### config.mk
export PLATFORM = sky130hd
export DESIGN_NAME = can_accept_filter
export DESIGN_NICKNAME = d
export VERILOG_FILES = /design/src/rtl/can_acc_pkg.sv /design/src/rtl/caf_match.sv /design/src/rtl/caf_prio.sv /design/src/rtl/can_accept_filter.sv
export SDC_FILE = /design/constraint.sdc
export NUM_CORES = 1
export LEC_CHECK = 0
export ABC_AREA = 1
export CAP_MARGIN = 20
export CORE_UTILIZATION = 38
export DETAILED_ROUTE_END_ITERATION = 10
export GPL_TIMING_DRIVEN = 0
export PLACE_DENSITY = 0.78
export REMOVE_ABC_BUFFERS = 1
export SYNTH_ARGS = -nofsm -noshare
export SYNTH_HDL_FRONTEND = slang
export SYNTH_SLANG_ARGS = --single-unit
### constraint.sdc
create_clock -name clk -period 2.15 [get_ports clk]
set_clock_uncertainty 0.05 [all_clocks]
set_input_delay 0.43 -clock clk [delete_from_list [all_inputs] [get_ports clk]]
set_output_delay 0.43 -clock clk [all_outputs]
set_load 0.01 [all_outputs]
### src/rtl/can_acc_pkg.sv
package can_acc_pkg;
  localparam int CAN_ID_W    = 29;
  localparam int CAN_STD_W   = 11;
  localparam int CAN_NUM_FLT = 6;
  localparam int CAN_GRP0_N  = 2;

  typedef enum logic [1:0] {
    RXM_FILTER = 2'b00,
    RXM_STD    = 2'b01,
    RXM_EXT    = 2'b10,
    RXM_ALL    = 2'b11
  } rx_mode_e;
endpackage

### src/rtl/caf_match.sv
module caf_match
  import can_acc_pkg::*;
#(
  parameter int ID_W  = CAN_ID_W,
  parameter int STD_W = CAN_STD_W
) (
  input  logic [ID_W-1:0] id,
  input  logic            ide,
  input  logic [ID_W-1:0] fid,
  input  logic            fext,
  input  logic [ID_W-1:0] mask,
  input  logic [1:0]      mode,
  output logic            hit
);
  localparam int LOW_W = ID_W - STD_W;

  rx_mode_e        mode_e;
  logic            elig;
  logic [ID_W-1:0] cmp_mask;
  logic            eq;

  always_comb begin
    mode_e = rx_mode_e'(mode);
    unique case (mode_e)
      RXM_FILTER: elig = (fext == ide);
      RXM_STD:    elig = !ide;
      RXM_EXT:    elig = ide;
      default:    elig = 1'b1;
    endcase
    // standard frames only look at the top field of the identifier
    cmp_mask = ide ? mask : {mask[ID_W-1 -: STD_W], {LOW_W{1'b0}}};
    eq       = (((id ^ fid) & cmp_mask) == '0);
    hit      = (mode_e == RXM_ALL) ? 1'b1 : (elig & eq);
  end
endmodule

### src/rtl/caf_prio.sv
module caf_prio #(
  parameter int N     = 6,
  parameter int IDX_W = (N > 1) ? $clog2(N) : 1
) (
  input  logic [N-1:0]     hits,
  output logic             any,
  output logic [IDX_W-1:0] idx
);
  always_comb begin
    any = 1'b0;
    idx = '0;
    // scan downward so the lowest set bit is written last
    for (int i = N - 1; i >= 0; i--) begin
      if (hits[i]) begin
        any = 1'b1;
        idx = IDX_W'(i);
      end
    end
  end
endmodule

### src/rtl/can_accept_filter.sv
module can_accept_filter
  import can_acc_pkg::*;
#(
  parameter int ID_W    = CAN_ID_W,
  parameter int STD_W   = CAN_STD_W,
  parameter int NUM_FLT = CAN_NUM_FLT,
  parameter int GRP0_N  = CAN_GRP0_N,
  parameter int HIT_W   = $clog2(NUM_FLT)
) (
  input  logic                    clk,
  input  logic                    rst,
  input  logic                    frame_vld,
  input  logic                    frame_ide,
  input  logic [ID_W-1:0]         frame_id,
  input  logic [NUM_FLT*ID_W-1:0] flt_id,
  input  logic [NUM_FLT-1:0]      flt_ext,
  input  logic [ID_W-1:0]         mask0,
  input  logic [ID_W-1:0]         mask1,
  input  logic [1:0]              mode0,
  input  logic [1:0]              mode1,
  output logic                    acc_vld,
  output logic                    acc_buf,
  output logic [HIT_W-1:0]        acc_hit
);
  logic            s1_vld;
  logic            s1_ide;
  logic [ID_W-1:0] s1_id;

  // stage 1: capture the assembled frame
  always_ff @(posedge clk) begin
    if (rst) begin
      s1_vld <= 1'b0;
      s1_ide <= 1'b0;
      s1_id  <= '0;
    end else begin
      s1_vld <= frame_vld;
      if (frame_vld) begin
        s1_ide <= frame_ide;
        s1_id  <= frame_id;
      end
    end
  end

  logic [NUM_FLT-1:0] hits;

  for (genvar g = 0; g < NUM_FLT; g++) begin : g_flt
    localparam bit IN_GRP1 = (g >= GRP0_N);
    logic [ID_W-1:0] grp_mask;
    logic [1:0]      grp_mode;
    if (IN_GRP1) begin : g_b1
      assign grp_mask = mask1;
      assign grp_mode = mode1;
    end else begin : g_b0
      assign grp_mask = mask0;
      assign grp_mode = mode0;
    end
    caf_match #(.ID_W(ID_W), .STD_W(STD_W)) u_match (
      .id   (s1_id),
      .ide  (s1_ide),
      .fid  (flt_id[g*ID_W +: ID_W]),
      .fext (flt_ext[g]),
      .mask (grp_mask),
      .mode (grp_mode),
      .hit  (hits[g])
    );
  end

  logic             any_hit;
  logic [HIT_W-1:0] win_idx;

  caf_prio #(.N(NUM_FLT), .IDX_W(HIT_W)) u_prio (
    .hits (hits),
    .any  (any_hit),
    .idx  (win_idx)
  );

  // stage 2: registered decision
  always_ff @(posedge clk) begin
    if (rst) begin
      acc_vld <= 1'b0;
      acc_buf <= 1'b0;
      acc_hit <= '0;
    end else if (s1_vld && any_hit) begin
      acc_vld <= 1'b1;
      acc_buf <= (int'(win_idx) >= GRP0_N);
      acc_hit <= win_idx;
    end else begin
      acc_vld <= 1'b0;
      acc_buf <= 1'b0;
      acc_hit <= '0;
    end
  end

  AST_PULSE_ONE_CYCLE: assert property (@(posedge clk) disable iff (rst)
    acc_vld |=> !acc_vld);
  AST_DECIDE_AFTER_STROBE: assert property (@(posedge clk) disable iff (rst)
    acc_vld |-> $past(frame_vld, 2));
  AST_IDLE_FIELDS_ZERO: assert property (@(posedge clk) disable iff (rst)
    !acc_vld |-> (!acc_buf && acc_hit == '0));
  AST_HIT_IN_RANGE: assert property (@(posedge clk) disable iff (rst)
    acc_vld |-> (int'(acc_hit) < NUM_FLT));
  AST_PASS_ALL_BUF0: assert property (@(posedge clk) disable iff (rst)
    (s1_vld && mode0 == 2'b11) |=> (acc_vld && !acc_buf && acc_hit == '0));
  AST_RESET_CLEAR: assert property (@(posedge clk)
    rst |=> (!acc_vld && !acc_buf && acc_hit == '0));
endmodule

* Word-level counts from Yosys, hierarchy flattened
Index checks and enable logic that the tools add are counted.
** Operators by class
- Add/sub/neg operators :: 0
- $mul :: 0
- Divide/modulo/power cells :: 0
- Order comparisons :: 1
- Equal/unequal tests :: 12
- Shift-type cells :: 0
- Mux-type cells :: 27
- Bitwise logic cells :: 19
- Reductions and logical operators :: 11
** Operators with widths (count)
- $and A29 B29 Y29 :: 6
- $logic_not A29 Y1 :: 6
- $xor A29 B29 Y29 :: 6
- $mux W18 :: 2
- $mux W3 :: 6
- $pmux W1 S3 :: 6
- $mux W1 :: 13
- $eq A2 B2 Y1 const B :: 4
- $and A1 B1 Y1 :: 6
- $eq A1 B1 Y1 :: 6
- $eq A2 B1 Y1 const B :: 2
- $logic_not A2 Y1 :: 2
- $ge A3 B2 Y1 const B :: 1
- $reduce_or A2 Y1 :: 1
- $logic_and A1 B1 Y1 :: 1
- $logic_not A1 Y1 :: 1
- $not A1 Y1 :: 1
** Word-level totals
- Register bits :: 36
- Bits in latches :: 0
- Bits in writable memories :: 0
- ROM bits :: 0
- Input port bits :: 275
- Output and inout port bits :: 5
- Memories kept :: 0

* Longest topological paths before layout
Gate-level depths: netlist of the first run.
- Depth after elaboration :: 14
- Gate-level depth with buffers :: 17
- Depth with buffers taken out :: 15

* Cells and area by module
A second synthesis of the first run with hierarchy kept.
** Second synthesis, totals
- Cells, all modules :: 1454
- Area total of the unflattened synthesis :: 6661.4 sq um
** By module, submodules not included
- caf_match :: times used 6, cells each 205, area an instance 857.1 sq um, sequential area each 0.0 sq um
- can_accept_filter :: times used 1, cells each 209, area an instance 1446.4 sq um, sequential area each 720.7 sq um
- caf_prio :: times used 1, cells each 15, area an instance 72.6 sq um, sequential area each 0.0 sq um

* Least setup slack after synthesis of the first run
OpenSTA, ideal clock, no wires.
- Path type :: reg2reg
- Start point :: register s1_ide
- End point :: register acc_hit[0]
- Data arrival time :: 1.395 ns
- Slack :: 0.594 ns
- Stages on the path, launching flop included :: 16
- Period minus slack after synthesis :: 1.556 ns
- Cells stage by stage :: dfxtp_1 -> buf_6 -> buf_6 -> nand2_1 -> inv_1 -> nand3_1 -> nand2_1 -> nor2_1 -> nand2_1 -> nor2_1 -> nand2_1 -> nand2_1 -> nor2_1 -> nand3_1 -> nand2_1 -> nor2_1
** Between the ends
- Word-level cells in the longest chain between the ends :: 14
- Elaborated cells on any way between the ends :: 54
** Ends and longest elaborated chain
- from (decl) :: line can_accept_filter.sv:26 : logic s1_ide;
- from (signal assigned) :: line can_accept_filter.sv:38 : s1_ide <= frame_ide;
- $mux W18 :: line caf_match.sv:31 : cmp_mask = ide ? mask : {mask[ID_W-1 -: STD_W], {LOW_W{1'b0}}};
- $and A29 B29 Y29 :: line caf_match.sv:32 : eq = (((id ^ fid) & cmp_mask) == '0);
- $logic_not A29 Y1 :: line caf_match.sv:32
- $and A1 B1 Y1 :: line caf_match.sv:33 : hit = (mode_e == RXM_ALL) ? 1'b1 : (elig & eq);
- $mux W1 :: line caf_match.sv:33
- $mux W1 (6 in a row) :: line caf_prio.sv:14 : if (hits[i]) begin
- $logic_and A1 B1 Y1 :: line can_accept_filter.sv:83 : end else if (s1_vld && any_hit) begin
- $not A1 Y1 (no source line)
- $reduce_or A2 Y1 (no source line)
- to (signal assigned) :: line can_accept_filter.sv:86 : acc_hit <= win_idx;
- to (decl) :: line can_accept_filter.sv:23 : output logic [HIT_W-1:0] acc_hit
Parallel ways exist; a longest one is shown, timed or not.
A chain may end at the register's enable or synchronous reset.

* Worst setup path in the final report of the first run
- Start point :: input mode0[1]
- End point :: register acc_hit[2]
** Between the ends
- Word-level cells in the longest chain between the ends :: 9
- Elaborated cells on any way between the ends :: 17
** Ends and longest elaborated chain
- from (decl) :: line can_accept_filter.sv:19 : input logic [1:0] mode0,
- $eq A2 B2 Y1 (tied with other cells) :: line caf_match.sv:24 : unique case (mode_e)
- $pmux W1 S3 :: line caf_match.sv:24
- $and A1 B1 Y1 :: line caf_match.sv:33
- $mux W1 :: line caf_match.sv:33
- $mux W1 (2 in a row) :: line caf_prio.sv:14
- $logic_and A1 B1 Y1 :: line can_accept_filter.sv:83
- $not A1 Y1 (no source line)
- $reduce_or A2 Y1 (no source line)
Parallel ways exist; a longest one is shown, timed or not.

==> results of run 1 <==
==> stage by stage <==
step	cell area [µm²]	worst slack (ps)	total power, mW	std cells	TNS, ps
3_5_place_dp	8130	-300	2.14	1548	-4490
4_1_cts	8290	14.2	2.95	1557	0
6_report	8320	192	2.95	1560	0
2_1_floorplan	5070	-141	1.36	1091	-354
3_3_place_gp	8080	-1370	2.11	1546	-36130
5_1_grt	8320	0.682	3.15	1560	0
==> cells by family after synthesis <==
family,Yosys count,share of synthesized area
compound gates,74,0.0695
xor+xnor,2,0.00329
buf+inv,237,0.186
flops,36,0.135
simple gates,786,0.606
==> per-layer routing <==
layer,up-vias,part of all wire
met3,24,0.086
met4,0,0.018
met1,3193,0.42
li1,3925,-
met2,274,0.48
met5,-,0
==> worst max-delay path, cell delays in order <==
cell and delay, ps:
clkdlybuf4s50_1 490, inv_1 60, nand3_1 80, nand2_1 70, o21ai_0 350, nor2_1 90, nand2_1 80, nor2_1 60
nor2_1 140, nand2_1 110, nor3b_2 160
==> power by group through the flow <==
| stage | Sequential (mW) | Combinational (mW) | Clock, mW |
|---|---|---|---|
| 6_report | 0.800 | 1.35 | 0.797 |
| 5_1_grt | 0.813 | 1.50 | 0.834 |
| 4_1_cts | 0.803 | 1.33 | 0.810 |
| 3_5_place_dp | 0.823 | 1.32 | 0 |
| 3_3_place_gp | 0.833 | 1.28 | 0 |
| 2_1_floorplan | 0.801 | 0.563 | 0 |
==> synthesized netlist by cell type, drive strengths merged <==
cell type,instances,share of area
a21oi,35,0.033
buf,28,0.036
clkbuf,16,0.013
clkinv,1,0.00070
dfxtp,36,0.14
inv,192,0.14
nand2,471,0.33
nand3,138,0.13
nand3b,3,0.0042
nand4,7,0.0082
nor2,141,0.10
nor3,1,0.00094
nor3b,1,0.0023
o21ai,39,0.037
or2,24,0.028
xnor2,2,0.0033
==> what timing repair did <==
action                     in CTS  in global routing
pin swaps                       0                  0
gates resized for setup         1                  3
setup endpoints to repair       5                  8
buffers inserted                1                  3
==> flip-flops by register name (all words and copies together), names as in the netlist <==
signal	cells
acc_buf	1
s1_vld	1
acc_vld	1
s1_ide	1
s1_id	29
acc_hit	3
==> area by class of cell <==
class	count	area, µm²	share of cell area
well taps	176	220	0.0265
inverters	193	732	0.0880
multi-input cells	862	3620	0.436
clock inverters	2	10.0	0.00120
clock buffers	6	139	0.0167
repair buffers	285	2870	0.345
flip-flops and latches	36	724	0.0871
==> layout by cell type, fill, tap and decap left out <==
cell type and instances:
nor3b_2 1, dfxtp_1 35, buf_12 1, inv_4 1, xnor2_1 2, inv_6 1, o21ai_1 3, nand3_1 137
buf_16 1, nand3b_1 3, nor2_2 3, or2_2 21, a21oi_1 35, inv_1 181, nor3_1 1, nand3_2 1
clkbuf_8 1, o21ai_0 36, clkbuf_16 5, clkinv_2 2, or2_0 3, dfxtp_4 1, inv_2 10, nor2_1 138
clkdlybuf4s50_1 279, nand4_1 7, buf_4 4, nand2_1 470, nand2_2 1
==> worst max path at each step <==
stage	from	end	slack (ps)
6_report	mode0[1]	acc_hit[2]$_SDFF_PP0_	190
3_5_place_dp	frame_vld	s1_id[15]$_SDFFE_PP0P_	-300
3_3_place_gp	s1_ide$_SDFFE_PP0P_	acc_vld$_SDFF_PP0_	-1370
5_1_grt	flt_id[31]	acc_hit[0]$_SDFF_PP0_	0.7
4_1_cts	frame_vld	s1_id[15]$_SDFFE_PP0P_	10
2_1_floorplan	s1_ide$_SDFFE_PP0P_	acc_hit[0]$_SDFF_PP0_	-140
==> results_dict.tcl, run 1 <==
set metrics [dict create \
    status "finished clean" \
    ff2ff_path_depth 14 \
    wl_mm 22.5 \
    use_met3 0.0750 \
    synth_area_mm2 0.00533 \
    internal_power_mw 1.89 \
    vdd_drop_max_v 0.000298 \
    synthCells 1135 \
    cts_tree "done" \
    maxCapViolCount 0 \
    setup_viol 0 \
    drt_iter0_drc 491 \
    antenna_found_initial 0 \
    power.density_mw_per_mm2 354 \
    pwr-share-clk 0.271 \
    clkTransAtPathRegs_ps 60 \
    fp.dieArea_mm2 0.0145 \
    r2r_slack_ps 250 \
    crit_fanout 3 \
    seqPwrFrac 0.271 \
    hold_slack_ps 533 \
    seq_area_frac_synth 0.135 \
    rsz0062_at_grt "false" \
    dp_hpwl_mm 18.9 \
    hp-start "s1_vld$_SDFF_PP0_" \
    drv_slew 0 \
    grt_pass1_wl_mm 34.3 \
    clock_path_buffers 2 \
    drt_pre_antenna_iters 5 \
    whs_path_depth 4 \
    vias_per_cell 4.75 \
    rows 42 \
    drive_above_1_share 0.0390 \
    use_met2 0.559 \
    worstMarginPinSlew_ps 620 \
    use_met1 0.375 \
    r2r-start "s1_ide$_SDFFE_PP0P_" \
    crit_arrival_ps 2140 \
    fin_crit_ps 1960 \
    track_usage 0.313 \
    place_congestion 0.890 \
    crit_type "input port to flip-flop" \
    core_mm2 0.0135 \
    clkLatencyLatePin_ps 300 \
    via_count 7416 \
    ys_ff_latch 36 \
    start_util 0.396 \
    area.growth.synth_to_final_pct 56.1 \
    h-tree-depth 2 \
    hold_path.class "flip-flop to flip-flop" \
    antenna_cells 0 \
    grt_overflow 0 \
    first_global_vias 6734 \
    fill_cells 1394 \
    ios 280 \
    fin_util 0.618 \
    drc_errors 0 \
    clock_sinks 36 \
    p_switching_mw 1.06 \
    yosys_warnings 0 \
    ys_types 26 \
    grt.busiest_layer "met2" \
    cp-end-kind "flip-flop" \
    syn_area_per_cell_um2 4.70 \
    p_comb_frac 0.458 \
    nets 1658 \
    leakagePower_nw 4.30 \
    die_h_um 120 \
    min_to "acc_hit[0]$_SDFF_PP0_" \
    hold_viol 0 \
    clock-root-buffer "clkbuf_16" \
    switching_share 0.358 \
    postCtsHoldBufs 0 \
    grt_max_degree 62 \
    r2r_end "acc_vld$_SDFF_PP0_" \
    post_drt_wl_per_cell_um 14.4 \
    timing.final.crit_share 0.911 \
    ant_nets 0 \
    cp-start-kind "input port" \
    numCtsBuffers 5 \
    numPortBuffers 279 \
    relSlewSlack 0.587 \
    required_ps 2330 \
    fp.dieW_um 120 \
    fmax_mhz 511 \
]
(Power assumes the default switching activity.)
==> run 2, diff against run 1 <==
--- a/config.mk
+++ b/config.mk
@@ -12,6 +12,7 @@
 export GPL_TIMING_DRIVEN = 0
 export PLACE_DENSITY = 0.78
 export REMOVE_ABC_BUFFERS = 1
+export SKIP_LAST_GASP = 1
 export SYNTH_ARGS = -nofsm -noshare
 export SYNTH_HDL_FRONTEND = slang
 export SYNTH_SLANG_ARGS = --single-unit
==> results of run 2 <==
Final layout, timing and power as in run 1 (identical DEF).
